### src/rtl/vaddr_pkg.sv
package vaddr_pkg;

    typedef enum logic [1:0] {
        RGN_PROG = 2'd0,
        RGN_CTRL = 2'd1,
        RGN_SYS  = 2'd2,
        RGN_RSVD = 2'd3
    } region_e;

    typedef enum logic [1:0] {
        MODE_KERNEL = 2'd0,
        MODE_EXEC   = 2'd1,
        MODE_SUPER  = 2'd2,
        MODE_USER   = 2'd3
    } mode_e;

    typedef struct packed {
        logic len_bad;
        logic acc_bad;
    } fault_t;

    // The code holds two floors: the least privileged mode that may write
    // (upper half) and the least privileged mode that may read (lower half).
    // A write also needs read rights, so rights can never grow as privilege falls.
    function automatic logic prot_allows(input logic [1:0] mode,
                                         input logic       wr,
                                         input logic [3:0] code);
        logic rd_ok;
        logic wr_ok;
        rd_ok = (mode <= code[1:0]);
        wr_ok = rd_ok && (mode <= code[3:2]);
        return wr ? wr_ok : rd_ok;
    endfunction

endpackage

### src/rtl/vaddr_split.sv
module vaddr_split
    import vaddr_pkg::*;
#(
    parameter int VA_W  = 32,
    parameter int OFF_W = 9,
    parameter int VPN_W = VA_W - 2 - OFF_W
) (
    input  logic [VA_W-1:0]  addr,
    output region_e          rgn,
    output logic [VPN_W-1:0] vpn,
    output logic [OFF_W-1:0] off
);
    localparam int RGN_LO = VA_W - 2;

    always_comb begin
        rgn = region_e'(addr[VA_W-1:RGN_LO]);
        vpn = addr[RGN_LO-1:OFF_W];
        off = addr[OFF_W-1:0];
    end

endmodule

### src/rtl/vaddr_len_check.sv
module vaddr_len_check
    import vaddr_pkg::*;
#(
    parameter int VPN_W = 21
) (
    input  region_e          rgn,
    input  logic [VPN_W-1:0] vpn,
    input  logic [VPN_W-1:0] lim_prog,
    input  logic [VPN_W-1:0] lim_ctrl,
    input  logic [VPN_W-1:0] lim_sys,
    output logic             len_bad
);
    logic below_prog;
    logic below_ctrl;
    logic below_sys;

    always_comb begin
        below_prog = (vpn < lim_prog);
        below_ctrl = (vpn < lim_ctrl);
        below_sys  = (vpn < lim_sys);
        unique case (rgn)
            RGN_PROG: len_bad = !below_prog;
            RGN_CTRL: len_bad = below_ctrl;  // grows downward: limit is a floor
            RGN_SYS:  len_bad = !below_sys;
            default:  len_bad = 1'b1;
        endcase
    end

endmodule

### src/rtl/vaddr_prot_check.sv
module vaddr_prot_check
    import vaddr_pkg::*;
(
    input  logic [1:0] mode,
    input  logic       wr,
    input  logic [3:0] code,
    output logic       allow
);
    always_comb begin
        allow = prot_allows(mode, wr, code);
    end

    // Higher privilege never has fewer rights than lower privilege on the same page
    always_comb begin
        if (mode != 2'd0) begin
            AST_MONOTONE_RIGHTS: assert (!allow || prot_allows(mode - 2'd1, wr, code));
        end
    end

endmodule

### src/rtl/vaddr_guard.sv
module vaddr_guard
    import vaddr_pkg::*;
#(
    parameter int VA_W  = 32,
    parameter int OFF_W = 9,
    parameter int VPN_W = VA_W - 2 - OFF_W
) (
    input  logic             clk,
    input  logic             rst,
    input  logic             in_valid,
    input  logic [VA_W-1:0]  in_addr,
    input  logic             in_write,
    input  logic [1:0]       in_mode,
    input  logic [3:0]       in_prot,
    input  logic [VPN_W-1:0] p0_len,
    input  logic [VPN_W-1:0] p1_len,
    input  logic [VPN_W-1:0] sys_len,
    output logic             out_valid,
    output logic [1:0]       out_region,
    output logic [VPN_W-1:0] out_vpn,
    output logic [OFF_W-1:0] out_offset,
    output logic             out_len_fault,
    output logic             out_acc_fault
);
    region_e          c_rgn;
    logic [VPN_W-1:0] c_vpn;
    logic [OFF_W-1:0] c_off;
    logic             c_len_bad;
    logic             c_allow;
    fault_t           c_fault;
    fault_t           r_fault;

    vaddr_split #(.VA_W(VA_W), .OFF_W(OFF_W), .VPN_W(VPN_W)) u_split (
        .addr (in_addr),
        .rgn  (c_rgn),
        .vpn  (c_vpn),
        .off  (c_off)
    );

    vaddr_len_check #(.VPN_W(VPN_W)) u_len (
        .rgn      (c_rgn),
        .vpn      (c_vpn),
        .lim_prog (p0_len),
        .lim_ctrl (p1_len),
        .lim_sys  (sys_len),
        .len_bad  (c_len_bad)
    );

    vaddr_prot_check u_prot (
        .mode  (in_mode),
        .wr    (in_write),
        .code  (in_prot),
        .allow (c_allow)
    );

    always_comb begin
        c_fault.len_bad = c_len_bad;
        c_fault.acc_bad = !c_len_bad && !c_allow;
    end

    always_ff @(posedge clk) begin
        if (rst) begin
            out_valid  <= 1'b0;
            r_fault    <= '0;
            out_region <= '0;
            out_vpn    <= '0;
            out_offset <= '0;
        end else begin
            out_valid <= in_valid;
            r_fault   <= in_valid ? c_fault : '0;
            if (in_valid) begin
                out_region <= c_rgn;
                out_vpn    <= c_vpn;
                out_offset <= c_off;
            end
        end
    end

    assign out_len_fault = r_fault.len_bad;
    assign out_acc_fault = r_fault.acc_bad;

    AST_ONE_FAULT: assert property (@(posedge clk) disable iff (rst)
        !(out_len_fault && out_acc_fault));
    AST_VALID_FOLLOWS_REQ: assert property (@(posedge clk) disable iff (rst)
        out_valid |-> $past(in_valid));
    AST_QUIET_FLAGS: assert property (@(posedge clk) disable iff (rst)
        !out_valid |-> (!out_len_fault && !out_acc_fault));
    AST_RSVD_REJECT: assert property (@(posedge clk) disable iff (rst)
        (out_valid && out_region == 2'd3) |-> out_len_fault);
    AST_OFFSET_CARRIED: assert property (@(posedge clk) disable iff (rst)
        in_valid |=> (out_offset == $past(in_addr[OFF_W-1:0])));
    AST_REGION_CARRIED: assert property (@(posedge clk) disable iff (rst)
        in_valid |=> (out_region == $past(in_addr[VA_W-1:VA_W-2])));

endmodule

### config.mk
export PLATFORM = sky130hd
export DESIGN_NAME = vaddr_guard
export DESIGN_NICKNAME = d
export VERILOG_FILES = /design/src/rtl/vaddr_pkg.sv /design/src/rtl/vaddr_split.sv /design/src/rtl/vaddr_len_check.sv /design/src/rtl/vaddr_prot_check.sv /design/src/rtl/vaddr_guard.sv
export SDC_FILE = /design/constraint.sdc
export NUM_CORES = 1
export LEC_CHECK = 0
export ABC_AREA = 1
export BUFFER_PORTS_ARGS = -buffer_cell sky130_fd_sc_hd__buf_2
export CAP_MARGIN = 20
export CORE_ASPECT_RATIO = 0.7
export CORE_UTILIZATION = 51
export CTS_CLUSTER_SIZE = 40
export DETAILED_ROUTE_END_ITERATION = 12
export GPL_ROUTABILITY_DRIVEN = 0
export PLACE_DENSITY = 0.95
export SYNTH_ARGS = -nofsm -noshare
export SYNTH_HDL_FRONTEND = slang
export SYNTH_SLANG_ARGS = --single-unit
### constraint.sdc
create_clock -name clk -period 4.4 [get_ports clk]
set_input_delay 1.32 -clock clk [delete_from_list [all_inputs] [get_ports clk]]
set_output_delay 1.32 -clock clk [all_outputs]
set_load 0.01 [all_outputs]
==> report_table.html, run 1 <==
<table>
<tr><th>Metric</th><th>Value</th></tr>
<tr><th colspan="2">Clocking</th></tr>
<tr><td># Post-CTS Setup Buffers</td><td>0</td></tr>
<tr><td>Number of buffers on the longest clock path</td><td>2</td></tr>
<tr><td>Total of cells resized after clock tree synthesis</td><td>0</td></tr>
<tr><td>Clock tree from TritonCTS</td><td>built</td></tr>
<tr><td>Worst-skew pair later-pin latency</td><td>0.28 ns</td></tr>
<tr><td>Clk pin slew, worst setup/hold paths</td><td>0.07 ns</td></tr>
<tr><td>Hold-fix buffers, CTS</td><td>0</td></tr>
<tr><td>CTS root buf</td><td>clkbuf_8</td></tr>
<tr><td>Number of levels in the clock H-tree</td><td>2</td></tr>
<tr><td>CTS Sinks</td><td>35</td></tr>
<tr><td>Total CTS buffers</td><td>5</td></tr>
<tr><th colspan="2">Layout</th></tr>
<tr><td>Inserted Diodes</td><td>0</td></tr>
<tr><td>Relative area change from synthesis to final layout</td><td>28.3%</td></tr>
<tr><td>Ratio of cells with drive above 1 in the final layout</td><td>25.5%</td></tr>
<tr><td>Number of cells in the finished layout apart from fillers</td><td>667</td></tr>
<tr><td>Final standard cell utilization of the core</td><td>70.4%</td></tr>
<tr><td>Total Nets Final</td><td>764</td></tr>
<tr><th colspan="2">Place</th></tr>
<tr><td>Worst slack after detailed placement</td><td>1.71 ns</td></tr>
<tr><td>Number of placed cells counting well taps</td><td>660</td></tr>
<tr><td>Post-DP HPWL</td><td>6870 um</td></tr>
<tr><td>I/O Buffers</td><td>139</td></tr>
<tr><th colspan="2">Global route</th></tr>
<tr><td>Vias in the first global route</td><td>3,186</td></tr>
<tr><td>Total global routing overflow</td><td>0</td></tr>
<tr><td>Met3 capacity usage during global routing</td><td>5.75%</td></tr>
<tr><td>Met2 capacity usage during global routing</td><td>53.9%</td></tr>
<tr><td>Layer with the highest usage</td><td>met2</td></tr>
<tr><td>GR met1 Demand/Resource</td><td>31.7%</td></tr>
<tr><td>Maximum number of pins on one net before global-route repair</td><td>37</td></tr>
<tr><td>Total routing resource utilization after global routing</td><td>28.1%</td></tr>
<tr><td>First-pass GRT wire length</td><td>13,500 um</td></tr>
<tr><td>Antenna violations before repair</td><td>0</td></tr>
<tr><th colspan="2">Routing</th></tr>
<tr><td>Total DRC errors in the routed layout</td><td>0</td></tr>
<tr><td>Number of design-rule violations left by the first detailed-router iteration</td><td>104</td></tr>
<tr><td>First-pass DRT Iterations</td><td>4</td></tr>
<tr><td>Number of vias per cell after detailed routing</td><td>4.86</td></tr>
<tr><td>Routed via count</td><td>3,240</td></tr>
<tr><td>Mean routed wirelength per cell</td><td>12.5 um</td></tr>
<tr><td>Remaining number of nets flagged by the antenna check after routing</td><td>0</td></tr>
<tr><td>Final WL</td><td>8310 um</td></tr>
<tr><th colspan="2">Timing</th></tr>
<tr><td>Pins over their slew limit</td><td>0</td></tr>
<tr><td>Peak Freq</td><td>0.415 GHz</td></tr>
<tr><td>Relative slew slack</td><td>40.4%</td></tr>
<tr><td>Final worst clock skew</td><td>0 ns</td></tr>
<tr><td>Fin Setup TNS</td><td>0 ns</td></tr>
<tr><td>Unrepaired setup endpoints after global routing</td><td>false</td></tr>
<tr><td>Worst-margin pin slew</td><td>0.893 ns</td></tr>
<tr><td>Final critical path time including I/O delays and setup</td><td>2.41 ns</td></tr>
<tr><td>Post-route clock period utilization</td><td>54.8%</td></tr>
<tr><td>Number of setup violations in the final report</td><td>0</td></tr>
<tr><td>Final worst slack</td><td>1.99 ns</td></tr>
<tr><td>Final-report hold violation count</td><td>0</td></tr>
<tr><th colspan="2">Floorplanning</th></tr>
<tr><td>Horizontal extent of the die</td><td>93.3 um</td></tr>
<tr><td>Floorplan Core Area</td><td>0.00542 mm^2</td></tr>
<tr><td>Vertical die dimension</td><td>65.9 um</td></tr>
<tr><td>Number of standard-cell rows in the floorplan</td><td>22</td></tr>
<tr><td>Starting Density</td><td>54.8%</td></tr>
<tr><td>Die area</td><td>0.00615 mm^2</td></tr>
<tr><td>I/O pins</td><td>140</td></tr>
<tr><th colspan="2">Synthesis</th></tr>
<tr><td>Number of flops mapped to enable cells by yosys</td><td>0</td></tr>
<tr><td>Primary flip-flop cell chosen by synthesis mapping</td><td>dfxtp_1</td></tr>
<tr><td>Synth async-reset ratio</td><td>0%</td></tr>
<tr><td>Register bit count reported by yosys</td><td>35</td></tr>
<tr><td>Adder and majority cell fraction of the synthesized area</td><td>26.9%</td></tr>
<tr><td>Synthesis Warnings</td><td>0</td></tr>
<tr><td>Fraction of the mapped netlist area in simple logic gates</td><td>24.4%</td></tr>
<tr><td>Proportion of synthesized chip area in sequential cells</td><td>23.6%</td></tr>
<tr><td>Post-Syn Area per Cell</td><td>6.49 um^2</td></tr>
<tr><td>Synth Cell Area</td><td>0.00297 mm^2</td></tr>
<tr><td>Area share of xor/xnor cells in the synthesized design</td><td>0%</td></tr>
<tr><td>Number of nets produced by synthesis</td><td>627</td></tr>
<tr><td>Main combinational cell family by area after synthesis</td><td>adder cells</td></tr>
<tr><td>Number of standard cells after synthesis</td><td>458</td></tr>
<tr><td>Number of distinct library cells after synthesis</td><td>18</td></tr>
<tr><td>Compound-gate portion of the synthesized area</td><td>11.9%</td></tr>
<tr><td>Post-synthesis mux area share</td><td>0%</td></tr>
<tr><th colspan="2">Power and ir drop</th></tr>
<tr><td>Standby leakage power</td><td>0.00242 uW</td></tr>
<tr><td>Peak supply drop</td><td>0.000188 V</td></tr>
<tr><td>Power density normalized to cell area</td><td>227 mW/mm^2</td></tr>
<tr><td>Total power of the final layout</td><td>867 uW</td></tr>
<tr><th colspan="2">Worst setup path</th></tr>
<tr><td>Crit Path Max Fanout</td><td>4</td></tr>
<tr><td>CP startpoint kind</td><td>input port</td></tr>
<tr><td>Class of the most critical setup path</td><td>in -&gt; reg</td></tr>
<tr><td>Critical Path RT</td><td>4.58 ns</td></tr>
<tr><td>Critical path endpoint category</td><td>flip-flop</td></tr>
<tr><td>Worst EP arrival</td><td>2.59 ns</td></tr>
<tr><td>Worst reg-to-reg setup slack</td><td>3.71 ns</td></tr>
<tr><th colspan="2">Worst hold path</th></tr>
<tr><td>Path category of the worst min-delay check</td><td>reg -&gt; reg</td></tr>
<tr><th colspan="2">Job</th></tr>
<tr><td>Count of max-cap constraint violations</td><td>0</td></tr>
<tr><th colspan="2">Status</th></tr>
<tr><td>Run status</td><td>complete, no violations</td></tr>
</table>
cell usage after synthesis, types with 2 or more instances:
| cell type | instances | area [um^2] |
|---|---|---|
| o21ai_0 | 34 | 170 |
| o21bai_1 | 2 | 15.0 |
| nor2_1 | 86 | 323 |
| clkbuf_1 | 8 | 30.0 |
| o21ai_1 | 3 | 15.0 |
| dfxtp_1 | 35 | 701 |
| nand3_1 | 7 | 35.0 |
| inv_1 | 93 | 349 |
| nor2_2 | 2 | 12.5 |
| buf_2 | 2 | 10.0 |
| ha_1 | 64 | 801 |
| a21oi_1 | 25 | 125 |
| nand2_1 | 90 | 338 |
| a21o_1 | 3 | 22.5 |
cell type report:
cell class / instances / area, um^2
timing repair buffer: 140 / 703
clock buffer: 6 / 82.6
clock inverter: 1 / 5.00
fill: 476 / 1610
tap: 72 / 90.1
multi-input combinational: 319 / 1880
inverter: 94 / 353
sequential: 35 / 701
cells in the final DEF, fill, tap and decap left out:
master	netlist	routed
clkinv_2	0	1
buf_4	0	1
buf_2	2	139
a21boi_1	1	1
a21o_1	3	3
a21oi_1	25	25
o21bai_1	2	2
dfxtp_1	35	35
nor2_1	86	86
nand2_2	1	1
o21ai_1	3	3
inv_2	1	1
clkbuf_8	0	6
nor2_2	2	2
inv_1	93	93
nand3_1	7	7
ha_1	64	64
o21ai_0	34	34
nand2_1	90	90
nand3_2	1	1
critical path, cell delays in order:
cell	delay [ns]
buf_2	0.14
ha_1	0.31
a21oi_1	0.15
o21ai_0	0.10
nor2_1	0.20
nand3_1	0.12
nand2_2	0.07
nand2_1	0.05
nor2_1	0.10
nor2_1	0.04
power by group:
group,switching [uW],internal [uW],total (uW)
clock,115,123,238
combinational,158,122,280
sequential,10.1,339,349
total,283,583,867
layer usage:
metal | share of wire [%] | wire [um]
met4 | 1.4 | 116
met5 | 0 | 0
met1 | 44 | 3630
met3 | 6.6 | 546
met2 | 48 | 4010
registers in the layout, indices dropped and copies added (netlist names):
register       flops
out_valid          1
out_region         2
out_vpn           21
out_acc_fault      1
out_offset         9
out_len_fault      1
logic make-up (layout without fill, tap and decap cells):
kind of cell    count (synthesis)  in the layout
simple gates                  187            187
buf+inv                       104            241
compound gates                 68             68
fa+ha+maj                      64             64
flops                          35             35
path summary, 6_finish.rpt:
kind / to / startpoint / cells past startpoint
min: out_offset[8] / out_offset[8] / 2
min reg2reg: out_offset[8] / out_offset[8] / 2
max: out_len_fault / in_addr[29] / 10
max reg2reg: out_vpn[12] / out_vpn[12] / 2
stage by stage:
stage | instance area [um^2] | hold WS, ns
2_1_floorplan | 2970 | 0.520
3_3_place_gp | 3730 | 0.465
3_5_place_dp | 3730 | 0.470
4_1_cts | 3810 | 0.490
5_1_grt | 3810 | 0.526
6_report | 3810 | 0.493
(Power assumes the default switching activity.)
==> inputs of run 2 (changes only) <==
--- a/config.mk
+++ b/config.mk
@@ -9,11 +9,11 @@
 export BUFFER_PORTS_ARGS = -buffer_cell sky130_fd_sc_hd__buf_2
 export CAP_MARGIN = 20
 export CORE_ASPECT_RATIO = 0.7
-export CORE_UTILIZATION = 51
+export CORE_UTILIZATION = 43
 export CTS_CLUSTER_SIZE = 40
 export DETAILED_ROUTE_END_ITERATION = 12
 export GPL_ROUTABILITY_DRIVEN = 0
-export PLACE_DENSITY = 0.95
+export PLACE_DENSITY = 0.88
 export SYNTH_ARGS = -nofsm -noshare
 export SYNTH_HDL_FRONTEND = slang
 export SYNTH_SLANG_ARGS = --single-unit
==> constraint.sdc (replaced) <==
create_clock -name clk -period 2.2 [get_ports clk]
set_input_delay 0.66 -clock clk [delete_from_list [all_inputs] [get_ports clk]]
set_output_delay 0.66 -clock clk [all_outputs]
set_load 0.01 [all_outputs]
==> run 2 against run 1 <==
Register-to-register slack lost 2.2 ns; cell area is 1.5% higher; non-clock buffer count increased by 1; die area up 18%; largest cell class unchanged; sequential share of layout area fell by 0.27 points; wire length grew 1.2%; largest power group unchanged; global-route usage fell by 4.9 points; sequential cell count did not move; first-iteration DRC count down 24%; cell count grew 3.1%.
==> report_table.html, run 2 (same netlist as run 1, synthesis figures left out) <==
<table>
<tr><th>Metric</th><th>Value</th></tr>
<tr><th colspan="2">Global route</th></tr>
<tr><td>Antenna violations before repair</td><td>0 (unchanged)</td></tr>
<tr><td>First-pass GRT wire length</td><td>13,300 um (was 13,500 um)</td></tr>
<tr><td>Total global routing overflow</td><td>0 (unchanged)</td></tr>
<tr><td>Vias in the first global route</td><td>3,128 (was 3,186)</td></tr>
<tr><td>Maximum number of pins on one net before global-route repair</td><td>36 (was 37)</td></tr>
<tr><td>Total routing resource utilization after global routing</td><td>23.2% (was 28.1%)</td></tr>
<tr><th colspan="2">Place</th></tr>
<tr><td>Post-DP HPWL</td><td>7030 um (was 6870 um)</td></tr>
<tr><td>I/O Buffers</td><td>139 (unchanged)</td></tr>
<tr><th colspan="2">Routing</th></tr>
<tr><td>Number of design-rule violations left by the first detailed-router iteration</td><td>79 (was 104)</td></tr>
<tr><td>Routed via count</td><td>3,232 (was 3,240)</td></tr>
<tr><td>Final WL</td><td>8410 um (was 8310 um)</td></tr>
<tr><td>First-pass DRT Iterations</td><td>4 (unchanged)</td></tr>
<tr><td>Number of vias per cell after detailed routing</td><td>4.70 (was 4.86)</td></tr>
<tr><td>Total DRC errors in the routed layout</td><td>0 (unchanged)</td></tr>
<tr><td>Remaining number of nets flagged by the antenna check after routing</td><td>0 (unchanged)</td></tr>
<tr><td>Mean routed wirelength per cell</td><td>12.2 um (was 12.5 um)</td></tr>
<tr><th colspan="2">Worst setup path</th></tr>
<tr><td>Crit Path Max Fanout</td><td>4 (unchanged)</td></tr>
<tr><td>CP startpoint kind</td><td>input port (unchanged)</td></tr>
<tr><td>Worst reg-to-reg setup slack</td><td>1.47 ns (was 3.71 ns)</td></tr>
<tr><td>Class of the most critical setup path</td><td>in -&gt; reg (unchanged)</td></tr>
<tr><td>Worst EP arrival</td><td>1.99 ns (was 2.59 ns)</td></tr>
<tr><td>Worst-case reg-to-reg path depth</td><td>2 (unchanged)</td></tr>
<tr><td>Start of the worst register-to-register path</td><td>out_vpn[7] (was out_vpn[12])</td></tr>
<tr><td>Critical path endpoint category</td><td>flip-flop (unchanged)</td></tr>
<tr><td>Worst reg2reg path endpoint</td><td>out_vpn[7] (was out_vpn[12])</td></tr>
<tr><td>Critical Path RT</td><td>2.39 ns (was 4.58 ns)</td></tr>
<tr><th colspan="2">Worst hold path</th></tr>
<tr><td>Min-Delay Endpoint</td><td>out_vpn[4] (was out_offset[8])</td></tr>
<tr><td>Start point of the worst min-delay path</td><td>out_vpn[4] (was out_offset[8])</td></tr>
<tr><td>Hold depth</td><td>2 (unchanged)</td></tr>
<tr><td>Path category of the worst min-delay check</td><td>reg -&gt; reg (unchanged)</td></tr>
<tr><th colspan="2">Power and ir drop</th></tr>
<tr><td>Power density normalized to cell area</td><td>475 mW/mm^2 (was 227 mW/mm^2)</td></tr>
<tr><td>Peak supply drop</td><td>0.000420 V (was 0.000188 V)</td></tr>
<tr><td>Standby leakage power</td><td>0.00244 uW (was 0.00242 uW)</td></tr>
<tr><th colspan="2">Floorplanning</th></tr>
<tr><td>Die area</td><td>0.00726 mm^2 (was 0.00615 mm^2)</td></tr>
<tr><td>I/O pins</td><td>140 (unchanged)</td></tr>
<tr><td>Floorplan Core Area</td><td>0.00646 mm^2 (was 0.00542 mm^2)</td></tr>
<tr><td>Horizontal extent of the die</td><td>101 um (was 93.3 um)</td></tr>
<tr><td>Starting Density</td><td>46.1% (was 54.8%)</td></tr>
<tr><td>Vertical die dimension</td><td>71.6 um (was 65.9 um)</td></tr>
<tr><td>Number of standard-cell rows in the floorplan</td><td>24 (was 22)</td></tr>
<tr><th colspan="2">Timing</th></tr>
<tr><td>Final worst clock skew</td><td>0 ns (unchanged)</td></tr>
<tr><td>Peak Freq</td><td>0.556 GHz</td></tr>
<tr><td>Final Hold Slack</td><td>0.497 ns (was 0.493 ns)</td></tr>
<tr><td>Final-report hold violation count</td><td>0 (unchanged)</td></tr>
<tr><td>Fin Setup TNS</td><td>0 ns (unchanged)</td></tr>
<tr><td>Relative slew slack</td><td>63.2% (was 40.4%)</td></tr>
<tr><td>Pins over their slew limit</td><td>0 (unchanged)</td></tr>
<tr><td>Number of setup violations in the final report</td><td>0 (unchanged)</td></tr>
<tr><td>Post-route clock period utilization</td><td>81.7%</td></tr>
<tr><td>Worst-margin pin slew</td><td>0.552 ns (was 0.893 ns)</td></tr>
<tr><td>Final critical path time including I/O delays and setup</td><td>1.80 ns</td></tr>
<tr><td>Unrepaired setup endpoints after global routing</td><td>false (unchanged)</td></tr>
<tr><th colspan="2">Layout</th></tr>
<tr><td>Commonest non-fill, non-tap cell in the layout</td><td>buf_2 (unchanged)</td></tr>
<tr><td>Max FFs per register</td><td>21 (unchanged)</td></tr>
<tr><td>Highest-count cells in the layout ignoring fill and taps</td><td>buf_2, inv_1, nand2_1 (unchanged)</td></tr>
<tr><td>Filler cell count in the final layout</td><td>620 (was 476)</td></tr>
<tr><td>Total Nets Final</td><td>765 (was 764)</td></tr>
<tr><td>Most flops, register</td><td>out_vpn (unchanged)</td></tr>
<tr><td>Inserted Diodes</td><td>0 (unchanged)</td></tr>
<tr><td>Ratio of cells with drive above 1 in the final layout</td><td>25.8% (was 25.5%)</td></tr>
<tr><td>Largest regs</td><td>out_vpn: 21 flops, out_offset: 9 flops, out_region: 2 flops (unchanged)</td></tr>
<tr><td>Relative area change from synthesis to final layout</td><td>30.2% (was 28.3%)</td></tr>
<tr><th colspan="2">Clocking</th></tr>
<tr><td>Number of levels in the clock H-tree</td><td>2 (unchanged)</td></tr>
<tr><td>Worst-skew pair later-pin latency</td><td>0.28 ns (about the same)</td></tr>
<tr><td>CTS root buf</td><td>clkbuf_8 (unchanged)</td></tr>
<tr><td>Number of buffers on the longest clock path</td><td>2 (unchanged)</td></tr>
<tr><td>Total of cells resized after clock tree synthesis</td><td>0 (unchanged)</td></tr>
<tr><td>Clock tree from TritonCTS</td><td>built (unchanged)</td></tr>
<tr><td>CTS Sinks</td><td>35 (unchanged)</td></tr>
<tr><td>Total CTS buffers</td><td>5 (unchanged)</td></tr>
<tr><td>Clk pin slew, worst setup/hold paths</td><td>0.08 ns (was 0.07 ns)</td></tr>
<tr><td>Hold-fix buffers, CTS</td><td>0 (unchanged)</td></tr>
<tr><td># Post-CTS Setup Buffers</td><td>0 (unchanged)</td></tr>
<tr><th colspan="2">Job</th></tr>
<tr><td>Count of max-cap constraint violations</td><td>0 (unchanged)</td></tr>
<tr><th colspan="2">Status</th></tr>
<tr><td>Run status</td><td>complete, no violations (unchanged)</td></tr>
</table>
## run 2: worst max-delay path, cell delays in order
cell	delay, ns
buf_2	0.13
ha_1	0.31
a21oi_1	0.17
o21ai_0	0.12
nor2_1	0.21
nand3_1	0.12
nand2_2	0.08
nand2_1	0.05
nor2_1	0.09
nor2_1	0.05
## run 2: cell type report
cell class,count,area [um^2],area share (%)
Multi-Input combinational cell,319,1880,48.6
Timing Repair Buffer,141,711,18.4
Sequential cell,35,701,18.1
Inverter,94,353,9.11
Tap cell,91,114,2.94
Clock buffer,5,68.8,1.78
Clock inverter,3,43.8,1.13
## run 2: metrics by stage
step / power [uW] / cell area [um^2] / worst slack, ns / std cells / utilization, %
4_1_cts: 1860 / 3870 / 0.405 / 688 / 60.0
6_report: 1840 / 3870 / 0.402 / 688 / 60.0
5_1_grt: 1970 / 3870 / 0.346 / 688 / 60.0
3_3_place_gp: 1240 / 3760 / 0.148 / 680 / 58.2
3_5_place_dp: 1270 / 3760 / 0.0951 / 680 / 58.2
2_1_floorplan: 1020 / 2970 / 0.486 / 458 / -
## run 2: routing by layer
| metal | vias to the layer above | part of all wire, % | track usage (%) |
|---|---|---|---|
| met5 | - | 0 | 0 |
| met4 | 0 | 0.99 | 4.35 |
| met3 | 12 | 7.1 | 5.27 |
| met2 | 116 | 47 | 42.7 |
| met1 | 1415 | 44 | 27.7 |
| li1 | 1689 | - | - |
## run 2: worst max path at each step
stage / from / endpoint
after floorplan: p0_len[12] / out_len_fault
after global placement: in_addr[29] / out_len_fault
after detailed placement: in_addr[29] / out_len_fault
after global routing: in_addr[29] / out_len_fault
after CTS: in_addr[29] / out_len_fault
final: in_addr[29] / out_len_fault
## run 2: report_power, final
| group | internal (uW) | switching, uW | total (uW) |
|---|---|---|---|
| Clock | 338 | 248 | 585 |
| Sequential | 677 | 20.1 | 697 |
| Combinational | 243 | 315 | 558 |
==> inputs of run 3 (changes only) <==
==> constraint.sdc (replaced) <==
create_clock -name clk -period 1.6 [get_ports clk]
set_input_delay 0.48 -clock clk [delete_from_list [all_inputs] [get_ports clk]]
set_output_delay 0.48 -clock clk [all_outputs]
set_load 0.01 [all_outputs]
==> run 3 against run 2 <==
Non-clock buffer count rose by 23; via count rose by 3.7%; register-to-register slack got worse by 0.54 ns; count of clock-buffer cells in the layout rose by 1; sequential cell count unchanged; die area is the same; wire length grew 6.4%; first-iteration DRC count increased by 2.5%; worst setup slack worse by 0.38 ns; clock skew is the same; power is 46% higher; cell area up 10%.
==> report_table.html, run 3 (same netlist as run 1, synthesis figures left out) <==
<table>
<tr><th>Metric</th><th>Value</th></tr>
<tr><th colspan="2">Status</th></tr>
<tr><td>Run status</td><td>complete, no violations (unchanged)</td></tr>
<tr><th colspan="2">Worst setup path</th></tr>
<tr><td>Class of the most critical setup path</td><td>in -&gt; reg (unchanged)</td></tr>
<tr><td>Setup crit start</td><td>in_addr[27] (was in_addr[29])</td></tr>
<tr><td>Crit Path Max Fanout</td><td>4 (unchanged)</td></tr>
<tr><td>Worst-case reg-to-reg path depth</td><td>2 (unchanged)</td></tr>
<tr><td>Critical Path RT</td><td>1.78 ns (was 2.39 ns)</td></tr>
<tr><td>Critical path endpoint category</td><td>flip-flop (unchanged)</td></tr>
<tr><td>Worst EP arrival</td><td>1.76 ns (was 1.99 ns)</td></tr>
<tr><td>Worst reg2reg path endpoint</td><td>out_vpn[19] (was out_vpn[7])</td></tr>
<tr><td>Start of the worst register-to-register path</td><td>out_vpn[19] (was out_vpn[7])</td></tr>
<tr><td>CP startpoint kind</td><td>input port (unchanged)</td></tr>
<tr><td>Worst reg-to-reg setup slack</td><td>0.93 ns (was 1.47 ns)</td></tr>
<tr><th colspan="2">Layout</th></tr>
<tr><td>Relative area change from synthesis to final layout</td><td>43.3% (was 30.2%)</td></tr>
<tr><td>Most flops, register</td><td>out_vpn (unchanged)</td></tr>
<tr><td>Area of all placed cells without fillers</td><td>0.00426 mm^2 (was 0.00387 mm^2)</td></tr>
<tr><td>Inserted Diodes</td><td>0 (unchanged)</td></tr>
<tr><td>Largest regs</td><td>out_vpn: 21 flops, out_offset: 9 flops, out_region: 2 flops (unchanged)</td></tr>
<tr><td>Commonest non-fill, non-tap cell in the layout</td><td>buf_2 (unchanged)</td></tr>
<tr><td>Highest-count cells in the layout ignoring fill and taps</td><td>buf_2, inv_1, nand2_1 (unchanged)</td></tr>
<tr><td>Max FFs per register</td><td>21 (unchanged)</td></tr>
<tr><td>Ratio of cells with drive above 1 in the final layout</td><td>32.9% (was 25.8%)</td></tr>
<tr><td>Total Nets Final</td><td>788 (was 765)</td></tr>
<tr><th colspan="2">Clocking</th></tr>
<tr><td>CTS root buf</td><td>clkbuf_8 (unchanged)</td></tr>
<tr><td>Hold-fix buffers, CTS</td><td>0 (unchanged)</td></tr>
<tr><td>Number of levels in the clock H-tree</td><td>2 (unchanged)</td></tr>
<tr><td>Total CTS buffers</td><td>5 (unchanged)</td></tr>
<tr><td>Clk pin slew, worst setup/hold paths</td><td>0.08 ns (about the same)</td></tr>
<tr><td>Worst-skew pair later-pin latency</td><td>0.29 ns (was 0.28 ns)</td></tr>
<tr><td># Post-CTS Setup Buffers</td><td>0 (unchanged)</td></tr>
<tr><td>Clock tree from TritonCTS</td><td>built (unchanged)</td></tr>
<tr><td>CTS Sinks</td><td>35 (unchanged)</td></tr>
<tr><td>Number of buffers on the longest clock path</td><td>2 (unchanged)</td></tr>
<tr><th colspan="2">Floorplanning</th></tr>
<tr><td>Floorplan Core Area</td><td>0.00646 mm^2 (unchanged)</td></tr>
<tr><td>I/O pins</td><td>140 (unchanged)</td></tr>
<tr><td>Number of standard-cell rows in the floorplan</td><td>24 (unchanged)</td></tr>
<tr><td>Vertical die dimension</td><td>71.6 um (unchanged)</td></tr>
<tr><td>Die area</td><td>0.00726 mm^2 (unchanged)</td></tr>
<tr><td>Starting Density</td><td>46.1% (unchanged)</td></tr>
<tr><td>Horizontal extent of the die</td><td>101 um (unchanged)</td></tr>
<tr><th colspan="2">Timing</th></tr>
<tr><td>Unrepaired setup endpoints after global routing</td><td>true (was false)</td></tr>
<tr><td>Relative slew slack</td><td>84.2% (was 63.2%)</td></tr>
<tr><td>Worst-margin pin slew</td><td>0.234 ns (was 0.552 ns)</td></tr>
<tr><td>Final worst clock skew</td><td>0 ns (unchanged)</td></tr>
<tr><td>Final critical path time including I/O delays and setup</td><td>1.57 ns</td></tr>
<tr><td>Final-report hold violation count</td><td>0 (unchanged)</td></tr>
<tr><td>Peak Freq</td><td>0.636 GHz</td></tr>
<tr><td>Post-route clock period utilization</td><td>98.3%</td></tr>
<tr><td>Final worst slack</td><td>0.0264 ns (was 0.402 ns)</td></tr>
<tr><td>Pins over their slew limit</td><td>0 (unchanged)</td></tr>
<tr><td>Final Hold Slack</td><td>0.406 ns (was 0.497 ns)</td></tr>
<tr><td>Number of setup violations in the final report</td><td>0 (unchanged)</td></tr>
<tr><th colspan="2">Routing</th></tr>
<tr><td>Number of vias per cell after detailed routing</td><td>4.71 (was 4.70)</td></tr>
<tr><td>Final WL</td><td>8940 um (was 8410 um)</td></tr>
<tr><td>Total DRC errors in the routed layout</td><td>0 (unchanged)</td></tr>
<tr><td>Routed via count</td><td>3,351 (was 3,232)</td></tr>
<tr><td>Number of design-rule violations left by the first detailed-router iteration</td><td>81 (was 79)</td></tr>
<tr><td>Mean routed wirelength per cell</td><td>12.6 um (was 12.2 um)</td></tr>
<tr><td>First-pass DRT Iterations</td><td>4 (unchanged)</td></tr>
<tr><td>Remaining number of nets flagged by the antenna check after routing</td><td>0 (unchanged)</td></tr>
<tr><th colspan="2">Power and ir drop</th></tr>
<tr><td>Peak supply drop</td><td>0.000572 V (was 0.000420 V)</td></tr>
<tr><td>Power density normalized to cell area</td><td>630 mW/mm^2 (was 475 mW/mm^2)</td></tr>
<tr><td>Standby leakage power</td><td>0.00256 uW (was 0.00244 uW)</td></tr>
<tr><th colspan="2">Worst hold path</th></tr>
<tr><td>Start point of the worst min-delay path</td><td>rst (was out_vpn[4])</td></tr>
<tr><td>Min-Delay Endpoint</td><td>out_valid (was out_vpn[4])</td></tr>
<tr><td>Path category of the worst min-delay check</td><td>in -&gt; reg (was reg -&gt; reg)</td></tr>
<tr><td>Hold depth</td><td>2 (unchanged)</td></tr>
<tr><th colspan="2">Global route</th></tr>
<tr><td>Met3 capacity usage during global routing</td><td>5.46% (was 5.27%)</td></tr>
<tr><td>First-pass GRT wire length</td><td>13,400 um (was 13,300 um)</td></tr>
<tr><td>Maximum number of pins on one net before global-route repair</td><td>23 (was 36)</td></tr>
<tr><td>Total global routing overflow</td><td>0 (unchanged)</td></tr>
<tr><td>Total routing resource utilization after global routing</td><td>23.3% (was 23.2%)</td></tr>
<tr><td>Met2 capacity usage during global routing</td><td>43.9% (was 42.7%)</td></tr>
<tr><td>Layer with the highest usage</td><td>met2 (unchanged)</td></tr>
<tr><td>GR met1 Demand/Resource</td><td>26.0% (was 27.7%)</td></tr>
<tr><td>Vias in the first global route</td><td>3,215 (was 3,128)</td></tr>
<tr><td>Antenna violations before repair</td><td>0 (unchanged)</td></tr>
<tr><th colspan="2">Place</th></tr>
<tr><td>Post-DP HPWL</td><td>7270 um (was 7030 um)</td></tr>
<tr><td>I/O Buffers</td><td>139 (unchanged)</td></tr>
<tr><td>Placed Area</td><td>0.00394 mm^2 (was 0.00376 mm^2)</td></tr>
<tr><td>Worst slack after detailed placement</td><td>-0.330 ns (was 0.0951 ns)</td></tr>
<tr><th colspan="2">Job</th></tr>
<tr><td>Count of max-cap constraint violations</td><td>0 (unchanged)</td></tr>
</table>
## run 3: worst max path at each step
stage | to | slack (ns) | cells after the start
floorplan | out_len_fault | 0.07 | 11
global placement | out_len_fault | -0.28 | 10
detailed placement | out_len_fault | -0.33 | 10
CTS | out_len_fault | 0.02 | 11
global route | out_acc_fault | -0.06 | 12
finish | out_len_fault | 0.03 | 11
## run 3: worst max-delay path: stages
cell	delay, ns
buf_2	0.13
ha_1	0.31
nand2_1	0.10
nor2_2	0.05
a21boi_1	0.14
nor2_2	0.16
nand3_1	0.11
nand2_2	0.08
nand2_1	0.05
nor2_1	0.10
nor2_1	0.04
## run 3: area by class of cell
class	instances	area, um^2
Fill cell	573	2190
Inverter	94	353
Clock inverter	2	35.0
Timing Repair Buffer	164	901
Tap cell	91	114
Clock buffer	6	82.6
Sequential cell	35	701
Multi-Input combinational cell	319	2080
## run 3: stage by stage
step                      TNS [ns]  cells  power [uW]  util [%]
after floorplan                  0    458        1410         -
after global placement      -0.538    703        1740      61.1
after detailed placement    -0.603    703        1790      61.1
after CTS                        0    711        2630      63.0
after global routing       -0.0631    711        2860      66.0
final                            0    711        2690      66.0
## run 3: power breakdown
group,switching [uW],leakage [uW],total [uW],internal (uW)
logic,478,0.00221,886,408
clock network,335,0.0000612,840,505
registers,28.3,0.000291,959,931
## run 3: repair_timing
item	CTS	global route
pin swaps	1	15
gates resized for setup	2	32
endpoints found under the setup margin	1	2
## run 3: routing by layer
layer  vias to the layer above  share of wire (%)
met3                        12                6.2
li1                       1736                  -
met4                         0                1.2
met5                         -                  0
met2                       111                 49
met1                      1492                 43
